`src/rtl/cfg_port_pkg.sv`:
```
package cfg_port_pkg;
  typedef logic [7:0] byte_t;
  typedef enum logic [1:0] {ST_LOCKED, ST_HALF, ST_OPEN} lock_state_e;

  localparam byte_t IDX_SWRST   = 8'h02;
  localparam byte_t IDX_LDN     = 8'h07;
  localparam byte_t IDX_CHIP_HI = 8'h20;
  localparam byte_t IDX_CHIP_LO = 8'h21;
  localparam byte_t IDX_VEND_HI = 8'h23;
  localparam byte_t IDX_VEND_LO = 8'h24;
  localparam byte_t IDX_BANK    = 8'h30;
endpackage

```
`src/rtl/cfg_key_fsm.sv`:
```
module cfg_key_fsm
  import cfg_port_pkg::*;
#(
  parameter byte_t ENTRY_KEY = 8'h87,
  parameter byte_t EXIT_KEY  = 8'hAA
) (
  input  logic  clk_i,
  input  logic  rst_ni,
  input  logic  idx_wr_i,
  input  byte_t wdata_i,
  output logic  unlocked_o
);
  lock_state_e state_q, state_d;

  always_comb begin
    state_d = state_q;
    if (idx_wr_i) begin
      unique case (state_q)
        ST_LOCKED: state_d = (wdata_i == ENTRY_KEY) ? ST_HALF : ST_LOCKED;
        ST_HALF:   state_d = (wdata_i == ENTRY_KEY) ? ST_OPEN : ST_LOCKED;
        ST_OPEN:   state_d = (wdata_i == EXIT_KEY) ? ST_LOCKED : ST_OPEN;
        default:   state_d = ST_LOCKED;
      endcase
    end
  end

  always_ff @(posedge clk_i or negedge rst_ni) begin
    if (!rst_ni) state_q <= ST_LOCKED;
    else         state_q <= state_d;
  end

  assign unlocked_o = (state_q == ST_OPEN);

  p_entry_r3: assert property (@(posedge clk_i) disable iff (!rst_ni)
    (state_q == ST_HALF && idx_wr_i && wdata_i == ENTRY_KEY) |=> unlocked_o);
  p_break_r3: assert property (@(posedge clk_i) disable iff (!rst_ni)
    (!unlocked_o && idx_wr_i && wdata_i != ENTRY_KEY) |=> !unlocked_o);
  p_exit_r6: assert property (@(posedge clk_i) disable iff (!rst_ni)
    (unlocked_o && idx_wr_i && wdata_i == EXIT_KEY) |=> !unlocked_o);
endmodule

```
`src/rtl/cfg_regfile.sv`:
```
module cfg_regfile
  import cfg_port_pkg::*;
#(
  parameter int          NUM_DEV   = 8,
  parameter int          DEV_REGS  = 8,
  parameter logic [15:0] CHIP_ID   = 16'h5A31,
  parameter logic [15:0] VENDOR_ID = 16'h19C4
) (
  input  logic  clk_i,
  input  logic  rst_ni,
  input  logic  wr_en_i,
  input  logic  swrst_i,
  input  byte_t idx_i,
  input  byte_t wdata_i,
  output byte_t rdata_o
);
  localparam int SLOT_W = (DEV_REGS > 1) ? $clog2(DEV_REGS) : 1;
  localparam int SEL_W  = (NUM_DEV > 1) ? $clog2(NUM_DEV) : 1;

  byte_t            ldn_q;
  logic             in_bank, ldn_ok;
  logic [SLOT_W-1:0] slot;
  byte_t            bank_rd [NUM_DEV];

  assign in_bank = ({1'b0, idx_i} >= {1'b0, IDX_BANK}) &&
                   ({1'b0, idx_i} <  ({1'b0, IDX_BANK} + 9'(DEV_REGS)));
  assign ldn_ok  = (int'(ldn_q) < NUM_DEV);
  assign slot    = SLOT_W'(idx_i - IDX_BANK);

  always_ff @(posedge clk_i or negedge rst_ni) begin
    if (!rst_ni)                             ldn_q <= '0;
    else if (swrst_i)                        ldn_q <= '0;
    else if (wr_en_i && idx_i == IDX_LDN)    ldn_q <= wdata_i;
  end

  for (genvar d = 0; d < NUM_DEV; d++) begin : g_dev
    byte_t regs_q [DEV_REGS];
    logic  sel;
    assign sel = wr_en_i && in_bank && ldn_ok && (ldn_q == 8'(d));
    always_ff @(posedge clk_i or negedge rst_ni) begin
      if (!rst_ni) begin
        for (int r = 0; r < DEV_REGS; r++) regs_q[r] <= '0;
      end else if (swrst_i) begin
        for (int r = 0; r < DEV_REGS; r++) regs_q[r] <= '0;
      end else if (sel) begin
        regs_q[slot] <= wdata_i;
      end
    end
    assign bank_rd[d] = in_bank ? regs_q[slot] : '0;
  end

  always_comb begin
    unique case (idx_i)
      IDX_LDN:     rdata_o = ldn_q;
      IDX_CHIP_HI: rdata_o = CHIP_ID[15:8];
      IDX_CHIP_LO: rdata_o = CHIP_ID[7:0];
      IDX_VEND_HI: rdata_o = VENDOR_ID[15:8];
      IDX_VEND_LO: rdata_o = VENDOR_ID[7:0];
      default:     rdata_o = (in_bank && ldn_ok) ? bank_rd[ldn_q[SEL_W-1:0]] : '0;
    endcase
  end

  p_swrst_r9: assert property (@(posedge clk_i) disable iff (!rst_ni)
    swrst_i |=> (ldn_q == '0));
  p_ldn_wr_r8: assert property (@(posedge clk_i) disable iff (!rst_ni)
    (wr_en_i && !swrst_i && idx_i == IDX_LDN) |=> (ldn_q == $past(wdata_i)));
  p_ldn_hold_r4: assert property (@(posedge clk_i) disable iff (!rst_ni)
    (!wr_en_i && !swrst_i) |=> $stable(ldn_q));
endmodule

```
`src/rtl/keyed_cfg_port.sv`:
```
module keyed_cfg_port
  import cfg_port_pkg::*;
#(
  parameter int          ADDR_W    = 16,
  parameter logic [15:0] BASE_DEF  = 16'h004E,
  parameter logic [15:0] BASE_ALT  = 16'h002E,
  parameter byte_t       ENTRY_KEY = 8'h87,
  parameter byte_t       EXIT_KEY  = 8'hAA,
  parameter int          NUM_DEV   = 8,
  parameter int          DEV_REGS  = 8,
  parameter logic [15:0] CHIP_ID   = 16'h5A31,
  parameter logic [15:0] VENDOR_ID = 16'h19C4
) (
  input  logic              clk_i,
  input  logic              rst_ni,
  input  logic              strap_i,
  input  logic [ADDR_W-1:0] addr_i,
  input  logic              wr_i,
  input  logic              rd_i,
  input  logic [7:0]        wdata_i,
  output logic [7:0]        rdata_o
);
  logic              strap_done_q, alt_sel_q, alt_sel;
  logic [ADDR_W-1:0] idx_addr, dat_addr;
  logic              hit_idx, hit_dat, unlocked, swrst, reg_wr;
  byte_t             index_q, reg_rd, rdata_q;

  // strap latched once, on the first edge after reset release
  always_ff @(posedge clk_i or negedge rst_ni) begin
    if (!rst_ni) begin
      strap_done_q <= 1'b0;
      alt_sel_q    <= 1'b0;
    end else if (!strap_done_q) begin
      strap_done_q <= 1'b1;
      alt_sel_q    <= !strap_i;
    end
  end

  assign alt_sel  = strap_done_q ? alt_sel_q : !strap_i;
  assign idx_addr = ADDR_W'(alt_sel ? BASE_ALT : BASE_DEF);
  assign dat_addr = idx_addr + ADDR_W'(1);
  assign hit_idx  = (addr_i == idx_addr);
  assign hit_dat  = (addr_i == dat_addr);

  cfg_key_fsm #(.ENTRY_KEY(ENTRY_KEY), .EXIT_KEY(EXIT_KEY)) u_key (
    .clk_i      (clk_i),
    .rst_ni     (rst_ni),
    .idx_wr_i   (wr_i && hit_idx),
    .wdata_i    (wdata_i),
    .unlocked_o (unlocked)
  );

  assign reg_wr = wr_i && hit_dat && unlocked;
  assign swrst  = reg_wr && (index_q == IDX_SWRST) && wdata_i[0];

  always_ff @(posedge clk_i or negedge rst_ni) begin
    if (!rst_ni)                                              index_q <= '0;
    else if (swrst)                                           index_q <= '0;
    else if (wr_i && hit_idx && unlocked && wdata_i != EXIT_KEY) index_q <= wdata_i;
  end

  cfg_regfile #(
    .NUM_DEV(NUM_DEV), .DEV_REGS(DEV_REGS),
    .CHIP_ID(CHIP_ID), .VENDOR_ID(VENDOR_ID)
  ) u_regs (
    .clk_i   (clk_i),
    .rst_ni  (rst_ni),
    .wr_en_i (reg_wr),
    .swrst_i (swrst),
    .idx_i   (index_q),
    .wdata_i (wdata_i),
    .rdata_o (reg_rd)
  );

  always_ff @(posedge clk_i or negedge rst_ni) begin
    if (!rst_ni)                 rdata_q <= 8'hFF;
    else if (rd_i && hit_idx)    rdata_q <= unlocked ? index_q : 8'hFF;
    else if (rd_i && hit_dat)    rdata_q <= unlocked ? reg_rd : 8'hFF;
  end

  assign rdata_o = rdata_q;

  p_locked_rd_r4: assert property (@(posedge clk_i) disable iff (!rst_ni)
    (!unlocked && rd_i && (hit_idx || hit_dat)) |=> (rdata_o == 8'hFF));
  p_strap_hold_r2: assert property (@(posedge clk_i) disable iff (!rst_ni)
    strap_done_q |=> $stable(alt_sel_q));
  p_rd_hold_r11: assert property (@(posedge clk_i) disable iff (!rst_ni)
    !(rd_i && (hit_idx || hit_dat)) |=> $stable(rdata_o));
  p_exit_idx_r6: assert property (@(posedge clk_i) disable iff (!rst_ni)
    (wr_i && hit_idx && wdata_i == EXIT_KEY) |=> $stable(index_q));
endmodule

```
`config.mk`:
```
export PLATFORM = sky130hd
export DESIGN_NAME = keyed_cfg_port
export DESIGN_NICKNAME = d
export VERILOG_FILES = /design/src/rtl/cfg_port_pkg.sv /design/src/rtl/cfg_key_fsm.sv /design/src/rtl/cfg_regfile.sv /design/src/rtl/keyed_cfg_port.sv
export SDC_FILE = /design/constraint.sdc
export NUM_CORES = 1
export LEC_CHECK = 0
export BUFFER_PORTS_ARGS = -buffer_cell sky130_fd_sc_hd__clkbuf_2
export CAP_MARGIN = 20
export CORE_MARGIN = 1.5
export CORE_UTILIZATION = 65
export CTS_BUF_LIST = sky130_fd_sc_hd__clkbuf_8
export DETAILED_ROUTE_END_ITERATION = 8
export PLACE_DENSITY = 0.85
export SETUP_SLACK_MARGIN = 0.15
export SYNTH_ARGS = -nofsm -noshare
export SYNTH_HDL_FRONTEND = slang
export SYNTH_SLANG_ARGS = --single-unit
```
`constraint.sdc`:
```
create_clock -name clk_i -period 4.1 [get_ports clk_i]
set_input_delay 0 -clock clk_i [delete_from_list [all_inputs] [get_ports clk_i]]
set_output_delay 0 -clock clk_i [all_outputs]
set_load 0.05 [all_outputs]
```
After elaboration in Yosys (flattened, before gate mapping)
Cells that the tools add are included.
- output and inout bits: 8
- bits of input ports: 29
- logic and storage cells: 214
- register bits: 540
- equal/unequal tests: 20
- $lt $le $gt $ge: 6
- bitwise operators: 2
- multiplexer cells: 77
- reductions and logical operators: 37
- $add $sub $neg: 2
- operators by type and width (cell ; number):
    64-bit two-way mux ; 16
    64-bit bitwise mux ; 8
    8-bit two-way mux ; 36
    8-bit binary-select mux with 3-bit select ; 9
    8-bit by 3-bit equality test with 1-bit output (second input constant) ; 5
    8-bit case mux with 5 select lines ; 1
    8-bit by 6-bit equality test with 1-bit output (second input constant) ; 4
    8-bit demux with 3-bit select ; 1
    8-bit by 2-bit equality test with 1-bit output (second input constant) ; 3
    1-bit logical AND ; 23
    2-bit nonzero test ; 11
    16-bit by 7-bit equality test with 1-bit output ; 1
    16-bit by 8-bit equality test with 1-bit output ; 1
    8-bit equality test (second input constant) ; 2
    7-bit by 1-bit adder with 8-bit output (second input constant) ; 1
    8-bit by 1-bit equality test with 1-bit output (second input constant) ; 1
    4-bit >= comparator (second input constant) ; 2
    8-bit by 6-bit >= comparator with 1-bit output (second input constant) ; 1
    8-bit logical NOT ; 1
    8-bit by 4-bit < comparator with 1-bit output (second input constant) ; 1
    8-bit by 6-bit < comparator with 1-bit output (second input constant) ; 1
    8-bit inequality test (second input constant) ; 1
    3-bit NOT with 4-bit output ; 2
    7-bit two-way mux ; 1
    9 further kinds ; 11

Logic depth before layout (Yosys ltp)
Gate-level depths: netlist of run 1.
- depth in word-level cells: 14
- mapped depth: 10
- mapped depth without buffers: 6

Cells and area by module
From an unflattened synthesis of run 1, not the netlist that was laid out.
- cells, all modules: 3084
- area total of the unflattened synthesis: 26920.8 µm²
- modules (own cells, without submodules) (module ; sequential area each (µm²) ; cells an instance ; area each (µm²) ; instances):
    cfg_regfile ; 13012.5 ; 2988 ; 25738.4 ; 1
    keyed_cfg_port ; 460.4 ; 84 ; 1037.2 ; 1
    cfg_key_fsm ; 50.0 ; 12 ; 145.1 ; 1

Worst setup path after synthesis of run 1
Ideal clock, no wire load.
- kind: register to register
- start point: register alt_sel_q
- end point: register u_regs.g_dev[6].regs_q[17] (netlist name)
- setup slack: 1.448 ns
- cell stages (with the launch flop): 10
- arrival time: 2.531 ns
- required time: 3.979 ns
- setup time: 0.121 ns
- period minus slack after synthesis: 2.652 ns
- buffers on the path: 3
- cells stage by stage: dfrtp_1 > and2_4 > or4b_4 > buf_6 > a2111o_1 > buf_6 > buf_12 > nor3_4 > mux2i_1 > nor2_1
- cells in the longest elaborated chain, start to end: 10
- elaborated cells between the ends (all ways): 13
- those cells by class: add/sub: 1; eq/ne: 1; mux: 3; reduce/logical: 8
- ends and longest elaborated chain (element ; RTL line ; source):
    start: declaration ; keyed_cfg_port.sv:23 ; logic strap_done_q, alt_sel_q, alt_sel;
    start signal: assignment ; keyed_cfg_port.sv:35 ; alt_sel_q <= !strap_i;
    1-bit two-way mux (*) ; -- ;
    7-bit two-way mux (*) ; keyed_cfg_port.sv:40 ; assign idx_addr = ADDR_W'(alt_sel ? BASE_ALT : BASE_DEF);
    7-bit by 1-bit adder with 8-bit output (*) ; keyed_cfg_port.sv:41 ; assign dat_addr = idx_addr + ADDR_W'(1);
    16-bit by 8-bit equality test with 1-bit output (*) ; keyed_cfg_port.sv:43 ; assign hit_dat = (addr_i == dat_addr);
    1-bit logical AND (*) (2 in a row) ; keyed_cfg_port.sv:53 ; assign reg_wr = wr_i && hit_dat && unlocked;
    1-bit logical AND (3 in a row) ; cfg_regfile.sv:39 ; assign sel = wr_en_i && in_bank && ldn_ok && (ldn_q == 8'(d));
    2-bit nonzero test (no source line) ; -- ;
    end signal: indexed assignment ; cfg_regfile.sv:46 ; regs_q[slot] <= wdata_i;
    end: declaration ; cfg_regfile.sv:37 ; byte_t regs_q [DEV_REGS];
Mark *: on every way between the ends. The rest lies on a longest branch, timed or not.
A chain may end at the register's enable or synchronous reset.

Worst setup path in the final report of run 1
- start point: register index_q[1]
- end point: register rdata_q[7], in the netlist rdata_o[7]
- cells in the longest elaborated chain, start to end: 14
- elaborated cells between the ends (all ways): 51
- those cells by class: add/sub: 1; order compare: 2; eq/ne: 5; mux: 40; bitwise: 1; reduce/logical: 2
- ends and longest elaborated chain (element ; RTL line ; source):
    start: declaration ; keyed_cfg_port.sv:26 ; byte_t index_q, reg_rd, rdata_q;
    start signal: assignment ; keyed_cfg_port.sv:59 ; else if (wr_i && hit_idx && unlocked && wdata_i != EXIT_KEY) index_q <= wdata_i;
    3-bit by 1-bit subtractor with 3-bit output ; cfg_regfile.sv:28 ; assign slot = SLOT_W'(idx_i - IDX_BANK);
    3-bit NOT with 4-bit output (implied by the code) ; cfg_regfile.sv:49 ; assign bank_rd[d] = in_bank ? regs_q[slot] : '0;
    8-bit binary-select mux with 3-bit select ; cfg_regfile.sv:49 ;
    8-bit two-way mux (implied by the code) (2 in a row) ; cfg_regfile.sv:49 ;
    8-bit two-way mux ; cfg_regfile.sv:49 ;
    8-bit binary-select mux with 3-bit select ; cfg_regfile.sv:59 ; default: rdata_o = (in_bank && ldn_ok) ? bank_rd[ldn_q[SEL_W-1:0]] : '0;
    8-bit two-way mux (implied by the code) (2 in a row) ; cfg_regfile.sv:59 ;
    8-bit two-way mux ; cfg_regfile.sv:59 ;
    8-bit case mux with 5 select lines (*) ; cfg_regfile.sv:53 ; unique case (idx_i)
    8-bit two-way mux (*) (2 in a row) ; keyed_cfg_port.sv:78 ; else if (rd_i && hit_dat) rdata_q <= unlocked ? reg_rd : 8'hFF;
    8-bit two-way mux (*) ; keyed_cfg_port.sv:77 ; else if (rd_i && hit_idx) rdata_q <= unlocked ? index_q : 8'hFF;
    end signal: assignment ; keyed_cfg_port.sv:77 ;
    end signal: assignment ; keyed_cfg_port.sv:78 ;
    end: declaration ; keyed_cfg_port.sv:26 ;
Mark *: on every way between the ends. The rest lies on a longest branch, timed or not. The select of a mux whose other input is x is not followed.

==> flow_summary.yaml, run 1 <==
status:
  status: "completed"
sta:
  fin_ws_ns: 0.363
  setup_viol: 0
  max_freq_mhz: 268
  worstMarginPinSlew_ns: 1.01
  clock-skew-final_ns: 0.0485
  slew_violations: 0
  finalSetupTns_ns: 0
  fin_crit_sh_pct: 91.2
  slew_headroom_pct: 32.7
  min_period_ns: 3.74
  grt_setup_unrepaired: "false"
  hold_viol: 0
cells_and_area:
  fill_cells: 2697
  mostFrequentLayoutCell: "dfrtp_1"
  area_growth_pct: 10.6
  drive_gt1_share_pct: 16.6
  design_area_um2: 29900
  nNetsFinal: 2524
  layoutNonFillerInstCount: 3097
  multi_input_area_um2: 12600
  seq_area_um2: 13500
  antennaDiodeCount: 0
  layout_common_cells: "529 x dfrtp_1, 497 x mux2i_1, 463 x nor2_1"
clock_tree:
  cts_buffers: 89
  cts_tree: "done"
  cts.path.max_buffers: 3
  cts_root_buffer: "clkbuf_8"
  htreeDepth: 3
  cts_sinks: 540
  clkLatencyLatePin_ns: 0.70
  clk_pin_slew_ns: 0.06
  ctsResizeCount: 0
hold_path:
  whs_path_depth: 3
  hold_path.class: "primary input to flip-flop"
  holdPathEnd: "u_regs.ldn_q[2]$_DFFE_PN0P_"
  hp-start: "wdata_i[0]"
synth:
  yosysWarnings: 0
  synth_area_um2: 27100
  synth_fp_nets: 2501
  synthArstFlopShare_pct: 100
  synth_edf_count: 0
  ys_ff_latch: 540
  postSynthCellCount: 2472
  avgSynthCellArea_um2: 10.9
  ys.flop_type: "dfrtp_1"
  synth_seq_area_share_pct: 50.0
  yosysUniqueCellTypes: 76
die:
  start_util_pct: 66.1
  num_rows: 74
  ios: 37
  die-area_um2: 42800
  coreArea_um2: 40900
  die_x_um: 207
  die_h_um: 207
global_routing:
  grt_max_degree: 128
  grt_pass1_vias: 22200
  antenna_found_initial: 1
  grtUsageTotal_pct: 39.0
  gr-total-overflow: 0
  grt_pass1_wl_mm: 130
power_and_ir_drop:
  leakage_nw: 15.1
  powerDensity_nw_per_um2: 356
  peakVddDrop_uv: 377
  total_power_mw: 10.7
worst_setup_path:
  regToRegSetupSlack_ns: 0.36
  cp_max_fo: 38
  start_kind: "flip-flop"
  crit_path_end_kind: "flip-flop"
  reg2regPathDepth: 9
  r2r-start: "index_q[1]$_DFFE_PN0P_"
  path_class: "flip-flop to flip-flop"
  regToRegEndpoint: "rdata_o[7]$_DFFE_PN1P_"
  worstPathRequired_ns: 4.74
  arrival_ns: 4.38
placed_design:
  io_buffer_count: 36
  place_ws_ns: 0.902
  hpwl_mm: 50.7
  dp_cells: 2922
  routabilityCongestion: 1.00
  placed_area_um2: 27900
run:
  cap_violations: 0
detailed_routing:
  ant_nets: 0
  wl_mm: 83.4
  drc: 0
  wl_per_cell_um: 26.9
  vias: 21800
  avgViaCountPerCell: 7.03
  firstDrtPassIters: 6
  drt-initial-drc-count: 2937
-- critical path, cell delays in order (launching register included) --
cell and delay, ns:
dfrtp_4 0.81, nand2b_1 0.68, buf_4 0.34, buf_4 0.27
o22ai_1 0.11, o311ai_0 0.31, buf_4 0.22, nand4_1 0.13
a31oi_1 0.20, dlygate4sd3_1 0.56
-- kinds of logic (layout without fill, tap and decap cells) --
family | after synthesis | after routing | share of synthesized area (%)
muxes | 576 | 576 | 22.0
and+or+nand+nor | 701 | 701 | 12.5
buffers and inverters | 225 | 318 | 3.58
AOI/OAI and AO/OA | 429 | 429 | 11.9
DFF | 540 | 540 | 50.0
other | 1 | 1 | 0.0139
-- state kept, by name (all words and copies together) (netlist names) --
name / cells
u_regs.g_dev.regs_q: 512
index_q: 8
rdata_o: 8
u_regs.ldn_q: 8
u_key.state_q: 2
alt_sel_q: 1
strap_done_q: 1
-- synthesized netlist by cell type, drive strengths merged, types with 4 or more instances --
library cell	instances	area, µm²
a311oi	4	35.0
dfstp	8	210
o2bb2ai	9	78.8
o221ai	51	447
a31oi	6	37.5
o22ai	55	344
and2	6	40.0
dfrtp	532	13300
nor2b	10	62.6
a211oi	21	158
nor2	463	1740
clkbuf	129	484
buf	82	430
mux2i	497	4970
mux2	71	800
o211ai	17	128
o311ai	8	70.1
a2bb2oi	23	201
or2	6	37.5
a221oi	9	78.8
a21oi	32	160
inv	13	48.8
nand3	64	405
a2111oi	10	120
a22o	56	490
nor3	43	531
nand2b	11	68.8
nand2	66	250
a221o	9	90.1
o21ai	66	330
nor3b	5	37.5
o22a	13	114
nor4b	5	43.8
mux4	8	180
o31ai	13	97.6
-- metrics by stage --
stage	hold WS, ns	utilization, %
floorplan	-0.296	-
global placement	0.0872	68.1
detailed placement	0.0991	68.1
CTS	0.0154	73.1
global route	0.0635	73.1
finish	0.0660	73.1
-- per-layer routing --
metal / GRT usage (%) / up-vias / part of all wire, %
li1: - / 9007 / -
met1: 50.1 / 10900 / 37
met2: 58.5 / 1517 / 45
met3: 11.8 / 369 / 12
met4: 23.4 / 2 / 6.4
met5: 0 / - / 0.011
-- area by class of cell --
cell class / count / share of cell area [%]
Tap cell: 532 / 2.22
Timing Repair Buffer: 143 / 3.91
Inverter: 14 / 0.176
Clock inverter: 45 / 1.04
Clock buffer: 116 / 5.33
Sequential cell: 540 / 45.2
Multi-Input combinational cell: 1707 / 42.1
-- timing repair --
item	in CTS	in global routing
buffers inserted	0	0
endpoints found under the hold margin	165	0
hold buffers	14	0
-- where the power goes --
part	switching [mW]	internal, mW	total (mW)	leakage [nW]
registers	0.000850	5.33	5.33	7.50
logic	0.236	0.0478	0.284	6.51
clock network	2.25	2.79	5.04	1.08
total	2.49	8.17	10.7	15.1
-- worst max-delay path by stage --
| stage | endpoint | start | cells after the start | slack (ns) |
|---|---|---|---|---|
| global placement | u_regs.g_dev[7].regs_q[7]$_DFFE_PN0P_ | alt_sel_q$_DFF_PN0_ | 7 | 0.97 |
| global route | rdata_o[7]$_DFFE_PN1P_ | index_q[0]$_DFFE_PN0P_ | 8 | 0.26 |
| detailed placement | u_regs.g_dev[6].regs_q[44]$_DFFE_PN0P_ | strap_done_q$_DFF_PN0_ | 7 | 0.90 |
| floorplan | u_regs.g_dev[6].regs_q[17]$_DFFE_PN0P_ | alt_sel_q$_DFF_PN0_ | 9 | 1.45 |
| CTS | rdata_o[7]$_DFFE_PN1P_ | index_q[1]$_DFFE_PN0P_ | 9 | 0.54 |
| finish | rdata_o[7]$_DFFE_PN1P_ | index_q[1]$_DFFE_PN0P_ | 9 | 0.36 |
No activity file was read; power rests on OpenSTA's default activity.
==> run 2: changes to the inputs <==
--- a/config.mk
+++ b/config.mk
@@ -5,7 +5,7 @@
 export SDC_FILE = /design/constraint.sdc
 export NUM_CORES = 1
 export LEC_CHECK = 0
-export BUFFER_PORTS_ARGS = -buffer_cell sky130_fd_sc_hd__clkbuf_2
+export BUFFER_PORTS_ARGS = -buffer_cell sky130_fd_sc_hd__buf_2
 export CAP_MARGIN = 20
 export CORE_MARGIN = 1.5
 export CORE_UTILIZATION = 65
==> run 2 against run 1 <==
Compared with the run above: via count rose by 0.21%; sequential power is essentially flat; die area unchanged; flip-flop and latch count is the same; clock skew down 0.018 ns; highest routed layer unchanged.
==> flow_summary.yaml, run 2 (synthesis results as in run 1) <==
global_routing:
  gr-total-overflow: 0
  grt_max_degree: 135
  antenna_found_initial: 3
  grt_pass1_vias: 22200
  grtUsageTotal_pct: 39.0
  grt_pass1_wl_mm: 130
power_and_ir_drop:
  clockPowerShare_pct: 47.6
  internal_power_mw: 8.28
  peakVddDrop_uv: 283
  leakage_nw: 15.1
  power.switching_mw: 2.45
  pwr-share-seq_pct: 49.7
  powerDensity_nw_per_um2: 358
  p_comb_share_pct: 2.7
  switching_share_pct: 22.8
placed_design:
  io_buffer_count: 36
  dp_cells: 2917
  routabilityCongestion: 0.973
  hpwl_mm: 51.0
sta:
  fin_crit_sh_pct: 96.4
  max_freq_mhz: 253
  grt_setup_unrepaired: "false"
  hold_viol: 0
  worstMarginPinSlew_ns: 1.05
  min_period_ns: 3.95
  slew_violations: 0
  finalSetupTns_ns: 0
  slew_headroom_pct: 29.1
  clock-skew-final_ns: 0.0301
  setup_viol: 0
hold_path:
  hold_path.class: "primary input to async pin"
detailed_routing:
  firstDrtPassIters: 8
  ant_nets: 0
  vias: 21800
  avgViaCountPerCell: 7.04
  drt-initial-drc-count: 2731
  drc: 0
  wl_mm: 83.8
  wl_per_cell_um: 27.0
die:
  ios: 37
  num_rows: 74
  die_x_um: 207
  die_h_um: 207
  die-area_um2: 42800
  coreArea_um2: 40900
  start_util_pct: 66.1
clock_tree:
  htreeDepth: 3
  cts_tree: "done"
  cts_buffers: 88
  ctsResizeCount: 0
  cts.path.max_buffers: 3
  clk_pin_slew_ns: 0.06
  cts_sinks: 540
  clkLatencyLatePin_ns: 0.68
  cts_root_buffer: "clkbuf_8"
  post-cts-setup-buffer-count: 0
worst_setup_path:
  path_cells: "dlygate4sd3_1 > buf_2 > nor4b_1 > dlygate4sd3_1 > nand3_1 > dlygate4sd3_1 > a2111oi_2 > o221ai_1 > a41oi_1 > nor2_1 > dlygate4sd3_1"
  reg2regPathDepth: 9
  crit_path_end_kind: "flip-flop"
  cp_max_fo: 7
  path_class: "primary input to flip-flop"
  slowest_delay_ns: 0.79
  start_kind: "primary input"
  worstPathRequired_ns: 4.70
  cpMaxStageDelayCell: "a2111oi_2"
  arrival_ns: 4.55
  critPathMostFrequentCell: "dlygate4sd3_1"
cells_and_area:
  layoutNonFillerInstCount: 3097
  regMostFlops: "u_regs.g_dev.regs_q"
  largest_reg_flops: 512
  layout_common_cells: "529 x dfrtp_1, 497 x mux2i_1, 463 x nor2_1"
  area_growth_pct: 10.8
  antennaDiodeCount: 0
  fill_cells: 2648
  seq_area_um2: 13500
  multi_input_area_um2: 12600
  mostFrequentLayoutCell: "dfrtp_1"
  drive_gt1_share_pct: 16.1
  nNetsFinal: 2526
status:
  status: "completed"
run:
  cap_violations: 0
[run 2: cell types whose count changed in the layout (fill, tap and decap cells not counted), sizes merged]
| cell | delta |
|---|---|
| buf | +29 |
| clkbuf | -35 |
| bufinv | +2 |
| clkinv | -4 |
| clkinvlp | -1 |
| dlygate4sd3 | +9 |
[run 2: stage by stage]
step | cell area (µm²) | hold slack [ns] | util [%] | power (mW) | worst slack (ns)
CTS | 30000 | 0.0295 | 73.2 | 10.7 | 0.421
global placement | 27800 | 0.149 | 68.0 | 5.69 | 0.847
floorplan | 27100 | -0.296 | - | 5.52 | 1.45
detailed placement | 27800 | 0.158 | 68.0 | 5.70 | 0.795
finish | 30000 | 0.0158 | 73.2 | 10.7 | 0.149
global route | 30000 | 0.0794 | 73.2 | 11.0 | 0.154
[run 2: path summary, 6_finish.rpt]
| check | start | endpoint | slack [ns] |
|---|---|---|---|
| hold reg to reg | u_regs.g_dev[6].regs_q[40]$_DFFE_PN0P_ | u_regs.g_dev[6].regs_q[40]$_DFFE_PN0P_ | 0.49 |
| setup reg to reg | index_q[0]$_DFFE_PN0P_ | rdata_o[1]$_DFFE_PN1P_ | 0.18 |
| hold / removal | rst_ni | u_regs.g_dev[1].regs_q[5]$_DFFE_PN0P_ | 0.02 |
| setup / recovery | addr_i[15] | rdata_o[1]$_DFFE_PN1P_ | 0.15 |
| min in group clk_i | wr_i | u_regs.ldn_q[2]$_DFFE_PN0P_ | 0.07 |
| max in group asynchronous | rst_ni | u_regs.g_dev[3].regs_q[39]$_DFFE_PN0P_ | 2.80 |
[run 2: power by group through the flow]
| stage | logic [mW] | registers, mW | clock network [mW] |
|---|---|---|---|
| 6_report | 0.285 | 5.33 | 5.11 |
| 5_1_grt | 0.307 | 5.33 | 5.37 |
| 4_1_cts | 0.281 | 5.33 | 5.12 |
| 3_5_place_dp | 0.271 | 5.43 | 0 |
| 3_3_place_gp | 0.265 | 5.43 | 0 |
| 2_1_floorplan | 0.0846 | 5.43 | 0 |
[run 2: area by class of cell]
type	instances	area share (%)
multi-input cells	1707	42.0
repair buffers	146	3.99
flip-flops and latches	540	45.2
clock inverters	42	1.11
well taps	532	2.22
inverters	14	0.175
clock buffers	116	5.33
[run 2: worst max-delay path, delay by kind of cell]
family                 cells  cell delay [ns]
AOI/OAI and AO/OA          3             1.39
buffers and inverters      5             2.52
and+or+nand+nor            3             0.62
[run 2: metal layers]
metal / part of all wire [%] / vias to the layer above / GRT usage, %
li1: - / 8997 / -
met1: 37 / 10800 / 50.5
met2: 44 / 1585 / 58.2
met3: 12 / 448 / 11.7
met4: 6.9 / 6 / 23.3
met5: 0.041 / - / 0
[run 2: repair_timing]
item,4_1_cts,5_1_grt
hold buffers,22,0
endpoints found under the hold margin,180,0
setup endpoints to repair,0,0
